==> config.mk <==
export PLATFORM = sky130hd
export DESIGN_NAME = uart_regctl
export DESIGN_NICKNAME = d
export VERILOG_FILES = /design/src/rtl/uart_regctl_pkg.sv /design/src/rtl/uart_cmd_dec.sv /design/src/rtl/uart_irq_gen.sv /design/src/rtl/uart_regctl.sv
export SDC_FILE = /design/constraint.sdc
export NUM_CORES = 1
export LEC_CHECK = 0
export CAP_MARGIN = 10
export CELL_PAD_IN_SITES_DETAIL_PLACEMENT = 0
export CELL_PAD_IN_SITES_GLOBAL_PLACEMENT = 1
export CORE_UTILIZATION = 38
export CTS_CLUSTER_DIAMETER = 50
export DETAILED_ROUTE_END_ITERATION = 8
export PLACE_DENSITY_LB_ADDON = 0.2
export SLEW_MARGIN = 20
export SYNTH_ARGS = -nofsm -noshare
export SYNTH_HDL_FRONTEND = slang
export SYNTH_SLANG_ARGS = --single-unit
==> constraint.sdc <==
create_clock -name clk -period 3.02 [get_ports clk]
set_input_delay 0.906 -clock clk [delete_from_list [all_inputs] [get_ports clk]]
set_output_delay 0.906 -clock clk [all_outputs]
set_load 0.005 [all_outputs]
==> src/rtl/uart_regctl_pkg.sv <==
package uart_regctl_pkg;

    // Register offsets within the 64-byte window (address bits 5:0)
    localparam logic [5:0] OFS_MODE  = 6'h00;
    localparam logic [5:0] OFS_STAT  = 6'h04;
    localparam logic [5:0] OFS_CMD   = 6'h08;
    localparam logic [5:0] OFS_DATA  = 6'h0C;
    localparam logic [5:0] OFS_IPC   = 6'h10;
    localparam logic [5:0] OFS_INTR  = 6'h14;
    localparam logic [5:0] OFS_BAUDA = 6'h18;
    localparam logic [5:0] OFS_BAUDB = 6'h1C;

    // Bit in the first mode byte that picks FIFO-full as the receive interrupt source
    localparam int MODE_RXSEL_BIT = 6;

    // Actions decoded from one command byte
    typedef struct packed {
        logic ptr_home;
        logic rx_reset;
        logic tx_reset;
        logic brk_clear;
        logic tx_on;
        logic tx_off;
        logic rx_on;
        logic rx_off;
    } cmd_act_t;

endpackage

==> src/rtl/uart_cmd_dec.sv <==
module uart_cmd_dec
    import uart_regctl_pkg::*;
#(
    parameter int DW = 8
) (
    input  logic          cmd_wr,
    input  logic [DW-1:0] cmd,
    output cmd_act_t      act
);

    logic [2:0] misc_f;
    logic [1:0] tx_f;
    logic [1:0] rx_f;

    assign misc_f = cmd[6:4];
    assign tx_f   = cmd[3:2];
    assign rx_f   = cmd[1:0];

    always_comb begin
        act = '0;
        if (cmd_wr) begin
            unique case (misc_f)
                3'd1:    act.ptr_home  = 1'b1;
                3'd2:    act.rx_reset  = 1'b1;
                3'd3:    act.tx_reset  = 1'b1;
                3'd5:    act.brk_clear = 1'b1;
                default: ;
            endcase
            act.tx_on  = (tx_f == 2'd1);
            act.tx_off = (tx_f == 2'd2);
            act.rx_on  = (rx_f == 2'd1);
            act.rx_off = (rx_f == 2'd2);
        end
    end

endmodule

==> src/rtl/uart_irq_gen.sv <==
module uart_irq_gen #(
    parameter int DW = 8
) (
    input  logic          tx_rdy,
    input  logic          rx_rdy,
    input  logic          rx_full,
    input  logic          sel_full,
    input  logic          brk_flag,
    input  logic [DW-1:0] mask,
    output logic [DW-1:0] isr,
    output logic          irq
);

    always_comb begin
        isr    = '0;
        isr[0] = tx_rdy;
        isr[1] = sel_full ? rx_full : rx_rdy;
        isr[2] = brk_flag;
    end

    assign irq = |(isr & mask);

endmodule

==> src/rtl/uart_regctl.sv <==
module uart_regctl
    import uart_regctl_pkg::*;
#(
    parameter int DW         = 8,
    parameter int AW         = 8,
    parameter int FIFO_DEPTH = 4,
    localparam int LW        = $clog2(FIFO_DEPTH + 1)
) (
    input  logic          clk,
    input  logic          rst_n,
    input  logic [AW-1:0] bus_addr,
    input  logic          bus_wr,
    input  logic          bus_rd,
    input  logic [DW-1:0] bus_wdata,
    output logic [DW-1:0] bus_rdata,
    output logic [DW-1:0] tx_data,
    output logic          tx_valid,
    input  logic          tx_ready,
    output logic          rx_en,
    output logic          rxf_pop,
    output logic          rxf_flush,
    input  logic [DW-1:0] rxf_data,
    input  logic [LW-1:0] rxf_level,
    input  logic          brk_in,
    output logic          irq
);

    typedef struct packed {
        logic [DW-1:0] mode_a;
        logic [DW-1:0] mode_b;
        logic [DW-1:0] mask;
        logic [DW-1:0] baud_a;
        logic [DW-1:0] baud_b;
        logic [DW-1:0] tx_byte;
        logic          mode_sel;
        logic          tx_on;
        logic          rx_on;
        logic          tx_pend;
        logic          brk_flag;
    } regs_t;

    localparam regs_t REGS_RST = '0;

    regs_t    st_d, st_q;
    cmd_act_t act;

    logic [5:0]    ofs;
    logic          wr_mode, wr_cmd, wr_data, wr_mask, wr_baud_a, wr_baud_b;
    logic          rx_rdy, rx_full, tx_fire;
    logic [DW-1:0] status, isr;

    assign ofs       = bus_addr[5:0];
    assign wr_mode   = bus_wr && (ofs == OFS_MODE);
    assign wr_cmd    = bus_wr && (ofs == OFS_CMD);
    assign wr_data   = bus_wr && (ofs == OFS_DATA);
    assign wr_mask   = bus_wr && (ofs == OFS_INTR);
    assign wr_baud_a = bus_wr && (ofs == OFS_BAUDA);
    assign wr_baud_b = bus_wr && (ofs == OFS_BAUDB);

    assign rx_rdy  = (rxf_level != '0);
    assign rx_full = (rxf_level == LW'(FIFO_DEPTH));

    assign tx_valid = st_q.tx_on && st_q.tx_pend;
    assign tx_data  = st_q.tx_byte;
    assign tx_fire  = tx_valid && tx_ready;
    assign rx_en    = st_q.rx_on;

    uart_cmd_dec #(.DW(DW)) i_cmd_dec (
        .cmd_wr (wr_cmd),
        .cmd    (bus_wdata),
        .act    (act)
    );

    uart_irq_gen #(.DW(DW)) i_irq_gen (
        .tx_rdy   (st_q.tx_on),
        .rx_rdy   (rx_rdy),
        .rx_full  (rx_full),
        .sel_full (st_q.mode_a[MODE_RXSEL_BIT]),
        .brk_flag (st_q.brk_flag),
        .mask     (st_q.mask),
        .isr      (isr),
        .irq      (irq)
    );

    always_comb begin
        status    = '0;
        status[0] = rx_rdy;
        status[1] = rx_full;
        status[2] = st_q.tx_on;
        status[3] = !st_q.tx_pend;
    end

    // Next-state computation
    always_comb begin
        st_d = st_q;

        if (tx_fire) st_d.tx_pend = 1'b0;
        if (wr_data) begin
            st_d.tx_byte = bus_wdata;
            st_d.tx_pend = 1'b1;
        end

        if (wr_mode) begin
            if (st_q.mode_sel) st_d.mode_b = bus_wdata;
            else               st_d.mode_a = bus_wdata;
            st_d.mode_sel = 1'b1;
        end
        if (wr_mask)   st_d.mask   = bus_wdata;
        if (wr_baud_a) st_d.baud_a = bus_wdata;
        if (wr_baud_b) st_d.baud_b = bus_wdata;

        // Action field first
        if (act.ptr_home)  st_d.mode_sel = 1'b0;
        if (act.rx_reset)  st_d.rx_on    = 1'b0;
        if (act.tx_reset) begin
            st_d.tx_on   = 1'b0;
            st_d.tx_pend = 1'b0;
        end
        if (act.brk_clear) st_d.brk_flag = 1'b0;
        // Then transmitter field, then receiver field
        if (act.tx_on)  st_d.tx_on = 1'b1;
        if (act.tx_off) st_d.tx_on = 1'b0;
        if (act.rx_on)  st_d.rx_on = 1'b1;
        if (act.rx_off) st_d.rx_on = 1'b0;

        if (brk_in) st_d.brk_flag = 1'b1;
    end

    always_ff @(posedge clk) begin
        if (!rst_n) st_q <= REGS_RST;
        else        st_q <= st_d;
    end

    assign rxf_flush = act.rx_reset;
    assign rxf_pop   = bus_rd && (ofs == OFS_DATA) && rx_rdy;

    // Read mux
    always_comb begin
        unique case (ofs)
            OFS_MODE:  bus_rdata = st_q.mode_sel ? st_q.mode_b : st_q.mode_a;
            OFS_STAT:  bus_rdata = status;
            OFS_DATA:  bus_rdata = rx_rdy ? rxf_data : '0;
            OFS_INTR:  bus_rdata = isr;
            OFS_BAUDA: bus_rdata = st_q.baud_a;
            OFS_BAUDB: bus_rdata = st_q.baud_b;
            default:   bus_rdata = '0;
        endcase
    end

endmodule

==> metrics.cfg, run 1 <==
[die]
rows = 28
initial_core_util_pct = 40.0
coreArea_um2 = 5990
ios = 54
die_area_um2 = 6630
die_width_um = 81.4
die_h_um = 81.4

[global_routing]
grt_pass1_wl_um = 10500
grt.total_usage_pct = 21.5
met3_usage_pct = 4.33
grt_overflow = 0
grt_max_degree = 61
grt_pass1_vias = 2080
antenna_found_initial = 0
use_met1_pct = 28.5
gr-usage-met2_pct = 33.5
busiest_layer = met2

[sta]
rsz0062_at_grt = true
report.final.slew_viol_count = 0
report.final.hold_viol_count = 0
fin_crit_sh_pct = 103
fin_worst_skew_ns = 0.00556
fmax_ghz = 0.320
setup_viol = 5
worst_slack_ns = -0.101
fin_crit_ns = 3.12
slew_headroom_pct = 75.7
tightest_slew_ns = 0.364

[yosys]
avgSynthCellArea_um2 = 9.41
ys_seq_area_share_pct = 40.1
ys_top_cells_by_area = dfxtp_1 40%, mux2i_1 16%, nor2b_1 6.0%
async_flop_share_pct = 0
syn-cell-area_um2 = 2400
synth_cell_types = 37
ys_seq_elements = 48
yosysTopAreaCell = dfxtp_1
syn-num-nets = 288
synthFlopType = dfxtp_1
synthCells = 255
ys_warn_count = 0
synth_enable_flop_cells = 0
synth_top_area_share_pct = 40.1

[critical_path]
cpPeakStageDelay_ns = 0.38
startpoint_type = primary input
crit_path_max_fanout = 5
ff2ff_path_depth = 5
critPathSlowestCell = or3_4
worstSetupPathType = in2out
cp.required_ns = 2.11
crit_chain = buf_6, or3_4, and4_4, a222oi_1, nand4_1, buf_2
crit_arrival_ns = 2.22
worstSetupEndpointType = output pin

[layout]
drive_gt1_share_pct = 28.9
fin_util_pct = 54.8
area_growth_syn_to_layout_pct = 36.9
layout_common_cells = 48 x dfxtp_1, 39 x mux2i_1, 37 x nand2_1, 32 x clkdlybuf4s50_1, 31 x buf_4
diodes = 0
final_common_cell = dfxtp_1
nets = 364

[cts]
cts_tree = done
numCtsBuffers = 5
clockBufferDepth = 2
clkSlewWorstSetupHoldPaths_ns = 0.09
clock_latency_ns = 0.30
cts.sink_count = 48
clockRootBuffer = clkbuf_8
htree_levels = 2

[placement]
gp_congestion = 0.797
dp_slack_ns = -0.891
hpwl_um = 4590
numPortBuffers = 51

[route]
routedWlPerCell_um = 15.7
drtAntennaViolNets = 0
drtIter0Drc = 127
dr_total_vias = 2111
drtPass1Iterations = 4
drc = 0
routed_wl_um = 6390
via_per_inst = 5.19

[job]
maxCapViolCount = 0

[worst_hold_path]
min_path_cells = 2
min_path_type = reg2reg

[power]
leakage_nw = 1.48
powerDensity_nw_per_um2 = 360
peakVddDrop_uv = 177

[outcome]
violations = setup timing
outcome = complete, but fails checks

[synth_stat cells (2+ instances only)]
cell / number
a21boi_0: 5
a21oi_1: 2
a221o_2: 4
a222oi_1: 4
a22o_1: 4
a32oi_1: 2
and2_1: 5
buf_2: 3
buf_4: 9
buf_6: 2
clkbuf_1: 9
dfxtp_1: 48
inv_1: 6
mux2_2: 8
mux2i_1: 39
nand2_1: 37
nand3_1: 15
nand4_1: 4
nor2_1: 3
nor2b_1: 23
nor3_2: 2
nor3b_1: 2
o2111ai_1: 2
o211ai_1: 2
o21ai_0: 3
[power breakdown]
group	leakage, nW	internal [W]	switching [W]
Clock	0.0434	0.000186	0.000223
Combinational	1.05	0.0000743	0.0000591
Sequential	0.387	0.000636	0.00000252
Total	1.48	0.000896	0.000285
[worst max-delay path: cells and delay by family]
| family | cells | cell delay (ns) |
|---|---|---|
| AO/OA/AOI/OAI | 1 | 0.35 |
| AND/OR/NAND/NOR | 3 | 0.71 |
| buffers and inverters | 2 | 0.25 |
[worst paths after layout]
path	slack (ns)	to	startpoint
setup / recovery	-0.10	bus_rdata[1]	rxf_level[0]
hold / removal	0.46	st_q[50]	st_q[50]
setup reg to reg	1.78	st_q[47]	st_q[4]
hold reg to reg	0.46	st_q[50]	st_q[50]
[routing by layer]
layer	part of all wire (%)	up-vias
met5	0	-
met4	1.8	0
met3	6.2	10
met2	45	72
met1	47	977
li1	-	1052
[repair_timing]
action | in CTS | in global routing
setup buffers | 6 | 0
cloned | 1 | 0
pin swaps | 19 | 7
hold endpoints to repair | 0 | 0
hold buffers | 0 | 0
setup endpoints to repair | 11 | 11
gates resized for setup | 91 | 8
[area by class of cell]
class / instances / area (um2)
fillers: 565 / 2710
well taps: 75 / 93.8
flip-flops and latches: 48 / 961
inverters: 6 / 22.5
clock inverters: 2 / 15.0
repair buffers: 91 / 786
clock buffers: 6 / 82.6
multi-input cells: 179 / 1320
[flip-flops by register name (all words and copies together) (netlist names)]
| signal | cells |
|---|---|
| tx_data | 8 |
| st_q | 39 |
| rx_en | 1 |
[cells by family after synthesis]
kind of cell	synth area share (%)
and+or+nand+nor	22.5
DFF	40.1
muxes	20.0
AOI/OAI and AO/OA	10.6
buffers and inverters	6.73
[per-stage QoR]
| stage | total power [W] | cell area (um2) | std cells | hold WS (ns) | setup TNS (ns) |
|---|---|---|---|---|---|
| floorplan | 0.000694 | 2400 | 255 | 0.432 | 0 |
| global placement | 0.000781 | 3140 | 392 | 0.442 | -8.28 |
| detailed placement | 0.000781 | 3140 | 392 | 0.451 | -8.32 |
| CTS | 0.00119 | 3280 | 407 | 0.464 | -0.343 |
| global route | 0.00124 | 3280 | 407 | 0.491 | -0.589 |
| finish | 0.00118 | 3280 | 407 | 0.462 | -0.256 |
(Power assumes the default switching activity.)
==> inputs of run 2 (changes only) <==
--- a/config.mk
+++ b/config.mk
@@ -8,11 +8,11 @@
 export CAP_MARGIN = 10
 export CELL_PAD_IN_SITES_DETAIL_PLACEMENT = 0
 export CELL_PAD_IN_SITES_GLOBAL_PLACEMENT = 1
-export CORE_UTILIZATION = 38
+export CORE_UTILIZATION = 35
 export CTS_CLUSTER_DIAMETER = 50
 export DETAILED_ROUTE_END_ITERATION = 8
 export PLACE_DENSITY_LB_ADDON = 0.2
-export SLEW_MARGIN = 20
+export SLEW_MARGIN = 0
 export SYNTH_ARGS = -nofsm -noshare
 export SYNTH_HDL_FRONTEND = slang
 export SYNTH_SLANG_ARGS = --single-unit
==> run 2 against run 1 <==
Against the previous run: the flow finishes with violations (DRC, setup timing); global-route usage shrank 2.6 points; flip-flop and latch count unchanged; total power increased by 5.2%; cell count fell by 0.98%; hold slack improved by 0.0012 ns; clock skew is 0.0023 ns higher; critical path depth unchanged; count of clock-buffer cells in the layout down 1; die area grew 8.4%; sequential power hardly changed; wire length decreased by 0.56%; combinational power down 6%; highest routed layer unchanged.
==> metrics.cfg, run 2 (same netlist as run 1, synthesis figures left out) <==
[outcome]
outcome = complete, but fails checks
violations = DRC, setup timing

[critical_path]
crit_arrival_ns = 2.19  ; -0.03 ns
startpoint_type = primary input
worstSetupEndpointType = output pin
crit_chain = buf_6, or3_4, and4_4, a222oi_1, nand4_1, buf_2
cpPeakStageDelay_ns = 0.38  ; about the same
cp.required_ns = 2.11  ; about the same
worst-r2r-setup-slack_ns = 1.79  ; about the same
crit_path_max_fanout = 4  ; -1
critPathSlowestCell = or3_4
worstSetupPathType = in2out

[layout]
largest-register = st_q
diodes = 0  ; unchanged
final_cell_area_um2 = 3250  ; -1.1%
area_growth_syn_to_layout_pct = 35.4
fin_cells = 403  ; -0.98%
layout_common_cells = 48 x dfxtp_1, 39 x mux2i_1, 37 x nand2_1, 32 x clkdlybuf4s50_1, 31 x buf_4
drive_gt1_share_pct = 26.1  ; -2.8 points
nFillCells = 651  ; +15%
final_common_cell = dfxtp_1
largest_reg_flops = 39  ; unchanged
nets = 358  ; -1.6%

[cts]
cts.sink_count = 48  ; unchanged
clockBufferDepth = 2  ; unchanged
cts_hold_buf = 0  ; unchanged
clockRootBuffer = clkbuf_8
htree_levels = 2  ; unchanged
clock_latency_ns = 0.31  ; about the same
cts_tree = done
numCtsBuffers = 5  ; unchanged
clkSlewWorstSetupHoldPaths_ns = 0.09  ; about the same

[global_routing]
grt_overflow = 0  ; unchanged
grt_pass1_wl_um = 10400  ; -1.1%
grt_pass1_vias = 2030  ; -2.4%
met3_usage_pct = 2.95  ; -1.4 points
antenna_found_initial = 0  ; unchanged
busiest_layer = met2
grt.total_usage_pct = 18.8  ; -2.6 points
use_met1_pct = 25.5  ; -3.0 points
gr-usage-met2_pct = 30.7  ; -2.8 points
grt_max_degree = 61  ; unchanged

[worst_hold_path]
min_path_type = reg2reg

[die]
coreArea_um2 = 6490  ; +8.4%
rows = 29  ; +3.6%
ios = 54  ; unchanged
die_width_um = 84.8  ; +4.1%
die_area_um2 = 7190  ; +8.4%
initial_core_util_pct = 36.9  ; -3.1 points
die_h_um = 84.8  ; +4.1%

[route]
routedWlPerCell_um = 15.8  ; +0.42%
routed_wl_um = 6350  ; -0.56%
drtAntennaViolNets = 0  ; unchanged
drtPass1Iterations = 6  ; +2
drc = 5  ; +5
drtIter0Drc = 124  ; -2.4%
via_per_inst = 5.16  ; -0.44%
dr_total_vias = 2081  ; -1.4%

[sta]
rsz0062_at_grt = true
fin_worst_skew_ns = 0.00789  ; +0.00233 ns
worst_slack_ns = -0.0757  ; +0.0254 ns
tightest_slew_ns = 0.515  ; +0.151 ns
fin_crit_sh_pct = 103  ; -0.84 points
slew_headroom_pct = 65.7  ; -10 points
report.final.hold_viol_count = 0  ; unchanged
report.final.slew_viol_count = 0  ; unchanged
fin_crit_ns = 3.10  ; -0.0254 ns
fmax_ghz = 0.323  ; +0.82%
setup_viol = 8  ; +3

[placement]
hpwl_um = 4660  ; +1.6%
numPortBuffers = 51  ; unchanged
dp_slack_ns = -0.814  ; +0.0777 ns
postPlaceCellArea_um2 = 3150  ; about the same
gp_congestion = 0.816  ; +2.4%
place_inst = 394  ; +0.51%

[power]
leakage_nw = 1.45  ; -1.6%
powerDensity_nw_per_um2 = 383  ; +6.4%
peakVddDrop_uv = 177  ; -0.11%

[job]
maxCapViolCount = 0  ; unchanged

## run 2: report_power, final
part           internal [W]  switching (W)
registers          0.000636     0.00000279
logic             0.0000693      0.0000556
clock network      0.000250       0.000229
## run 2: stage by stage
stage | power (W) | util [%] | hold slack (ns) | setup TNS (ns)
6_report | 0.00124 | 50.0 | 0.463 | -0.441
3_5_place_dp | 0.000778 | 48.4 | 0.453 | -7.92
5_1_grt | 0.00130 | 50.0 | 0.484 | -0.780
3_3_place_gp | 0.000777 | 48.4 | 0.442 | -7.76
4_1_cts | 0.00126 | 49.8 | 0.466 | -0.526
2_1_floorplan | 0.000694 | - | 0.432 | 0
## run 2: cell type report
cell class | count | area [um2] | share of cell area [%]
clock buffers | 5 | 68.8 | 2.12
repair buffers | 86 | 751 | 23.1
multi-input cells | 178 | 1300 | 40.1
clock inverters | 3 | 46.3 | 1.43
flip-flops and latches | 48 | 961 | 29.6
well taps | 77 | 96.3 | 2.97
inverters | 6 | 22.5 | 0.694
## run 2: worst paths after layout
kind	start	to	cells after the start
max reg2reg	st_q[4]	st_q[43]	4
min reg2reg	st_q[42]	st_q[42]	2
max	rxf_level[1]	bus_rdata[1]	6
min	st_q[42]	st_q[42]	2
## run 2: timing repair
item	CTS	global route
resized for setup	78	5
hold endpoints to repair	0	0
endpoints found under the setup margin	11	11
gates cloned	0	0
buffers inserted	1	0
pin swaps	15	8
## run 2: routing by layer
layer  routed length [um]  up-vias
li1                     -     1035
met1                 3050      983
met2                 2880       56
met3                  334        7
met4                   82        0
met5                    0        -
## run 2: critical path, delay by kind of cell
family,cells,cell delay [ns]
AO/OA/AOI/OAI,1,0.29
AND/OR/NAND/NOR,3,0.76
buffers and inverters,2,0.24
==> inputs of run 3 (changes only) <==
==> constraint.sdc (replaced) <==
create_clock -name clk -period 3.02 [get_ports clk]
set_input_delay 0.906 -clock clk [delete_from_list [all_inputs] [get_ports clk]]
set_output_delay 0.906 -clock clk [all_outputs]
set_load 0.02 [all_outputs]
==> run 3 against run 2 <==
Against the previous run: the flow still finishes with violations (DRC, setup timing); global-route usage decreased by 0.39 points; combinational power increased by 6%; sequential share of layout area decreased by 0.080 points; critical path type unchanged.
==> metrics.cfg, run 3 (same netlist as run 1, synthesis figures left out) <==
[placement]
numPortBuffers = 51  ; unchanged
gp_congestion = 0.835  ; +2.2%
postPlaceCellArea_um2 = 3110  ; -1.0%
hpwl_um = 4600  ; -1.3%

[power]
power.share.combinational_pct = 11.1  ; +1.0 points
power.internal_w = 0.000895  ; -6.2%
power_frac_clock_pct = 35.0  ; -3.5 points
seqPwrFrac_pct = 53.9  ; +2.5 points
powerDensity_nw_per_um2 = 364  ; -4.8%
switchingPower_w = 0.000290  ; +0.85%
peakVddDrop_uv = 192  ; +8.8%
leakage_nw = 1.47  ; +1.1%
sw_frac_of_total_pct = 24.5  ; +1.3 points
p_total_w = 0.00119  ; -4.6%

[layout]
multiInputGateArea_um2 = 1300  ; about the same
layout_common_cells = 48 x dfxtp_1, 39 x mux2i_1, 37 x nand2_1, 31 x clkdlybuf4s50_1, 31 x buf_4
final_common_cell = dfxtp_1
drive_gt1_share_pct = 27.7  ; +1.7 points
diodes = 0  ; unchanged
final_cell_area_um2 = 3260  ; +0.27%
nets = 360  ; +0.56%
fin_util_pct = 50.1  ; +0.13 points
largest_reg_flops = 39  ; unchanged
largest-register = st_q
nFillCells = 633  ; -2.8%
area_growth_syn_to_layout_pct = 35.7
seq_area_um2 = 961  ; unchanged

[die]
coreArea_um2 = 6490  ; unchanged
die_area_um2 = 7190  ; unchanged
rows = 29  ; unchanged
die_width_um = 84.8  ; unchanged
die_h_um = 84.8  ; unchanged
ios = 54  ; unchanged
initial_core_util_pct = 36.9  ; unchanged

[global_routing]
grt_max_degree = 61  ; unchanged
grt.total_usage_pct = 18.5  ; -0.39 points
antenna_found_initial = 0  ; unchanged
grt_pass1_wl_um = 10200  ; -1.7%
grt_overflow = 0  ; unchanged
grt_pass1_vias = 1973  ; -2.8%

[sta]
fin_crit_sh_pct = 103  ; about the same
rsz0062_at_grt = true
report.final.hold_viol_count = 0  ; unchanged
fmax_ghz = 0.323  ; about the same
worst_slack_ns = -0.0758  ; -0.0000905 ns
setup_viol = 7  ; -1
report.final.slew_viol_count = 0  ; unchanged
fin_worst_skew_ns = 0.00548  ; -0.00241 ns
fin_crit_ns = 3.10  ; +0.0000905 ns
tightest_slew_ns = 0.526  ; +0.0105 ns
slew_headroom_pct = 64.9  ; -0.80 points

[route]
routed_wl_um = 6340  ; -0.24%
drtIter0Drc = 132  ; +6.5%
drtAntennaViolNets = 0  ; unchanged
via_per_inst = 5.18  ; +0.32%
drc = 3  ; -2
routedWlPerCell_um = 15.6  ; -0.73%
drtPass1Iterations = 7  ; +1
dr_total_vias = 2098  ; +0.82%

[worst_hold_path]
min_path_type = reg2reg

[cts]
cts_tree = done
clockRootBuffer = clkbuf_8
clock_latency_ns = 0.30  ; about the same
htree_levels = 2  ; unchanged
numCtsBuffers = 5  ; unchanged
clkSlewWorstSetupHoldPaths_ns = 0.09  ; about the same
clockBufferDepth = 2  ; unchanged
cts.sink_count = 48  ; unchanged

[critical_path]
path_delay_family = simple AND/OR/NAND/NOR gates
worstSetupPathType = in2out
worstSetupEndpointType = output pin
crit_path_max_fanout = 4  ; unchanged
critPathSlowestCell = or3_4
cp_common_cell = buf_6
worst-path-buf-inv = 3  ; +1
crit_chain = buf_6, or3_4, and4_4, buf_6, a221o_2, buf_6
cp.required_ns = 2.11  ; about the same
startpoint_type = primary input
cpPeakStageDelay_ns = 0.38  ; about the same
crit_arrival_ns = 2.19  ; about the same

[outcome]
outcome = complete, but fails checks
violations = DRC, setup timing

[job]
maxCapViolCount = 0  ; unchanged

-- run 3: changes by cell type in the layout (fill, tap and decap cells not counted), sizes merged --
cell and change:
clkinv +1, clkbuf +2, clkdlybuf4s50 -1, clkinvlp -1, buf +2, bufinv -1
-- run 3: final cells by class --
cell class | count | share of cell area (%)
Clock buffer | 6 | 2.54
Clock inverter | 2 | 0.423
Inverter | 6 | 0.692
Multi-Input combinational cell | 178 | 40.0
Sequential cell | 48 | 29.5
Tap cell | 77 | 2.96
Timing Repair Buffer | 88 | 23.9
-- run 3: power groups by stage --
stage / clock network [W] / logic, W / registers [W]
2_1_floorplan: 0 / 0.0000438 / 0.000652
3_3_place_gp: 0 / 0.000128 / 0.000653
3_5_place_dp: 0 / 0.000128 / 0.000653
4_1_cts: 0.000427 / 0.000132 / 0.000638
5_1_grt: 0.000449 / 0.000141 / 0.000639
6_report: 0.000415 / 0.000132 / 0.000638
-- run 3: path summary, 6_finish.rpt --
check,start,end,slack [ns],cells after the start
max,rxf_level[1],bus_rdata[7],-0.08,6
min,st_q[49],st_q[49],0.46,2
max reg2reg,st_q[4],st_q[50],1.91,4
min reg2reg,st_q[49],st_q[49],0.46,2
-- run 3: what timing repair did --
action,in CTS,in global routing
hold buffers,0,0
gates resized for setup,102,6
cloned,0,0
setup buffers,5,0
pin swaps,13,4
setup endpoints to repair,11,10
-- run 3: tightest hold or removal path, delay by kind of cell (launching register included) --
kind          cells  cell delay (ns)
simple gates      1             0.05
flops             1             0.32
mux               1             0.05
-- run 3: layer usage --
metal,wire (um),share of wire [%],up-vias,track usage [%]
met4,80,1.3,0,4.62
met1,3040,48,989,25.3
met2,2890,46,64,29.6
li1,-,-,1038,-
met5,0,0,-,0
met3,321,5.1,7,4.03
-- run 3: per-stage QoR --
step | worst slack, ns | TNS [ns] | hold slack (ns) | instances
after floorplan | 0.0300 | 0 | 0.432 | 255
after global placement | -0.883 | -8.78 | 0.442 | 393
after detailed placement | -0.890 | -8.75 | 0.450 | 393
after CTS | -0.0879 | -0.408 | 0.463 | 405
after global routing | -0.108 | -0.642 | 0.485 | 405
final | -0.0758 | -0.395 | 0.462 | 405
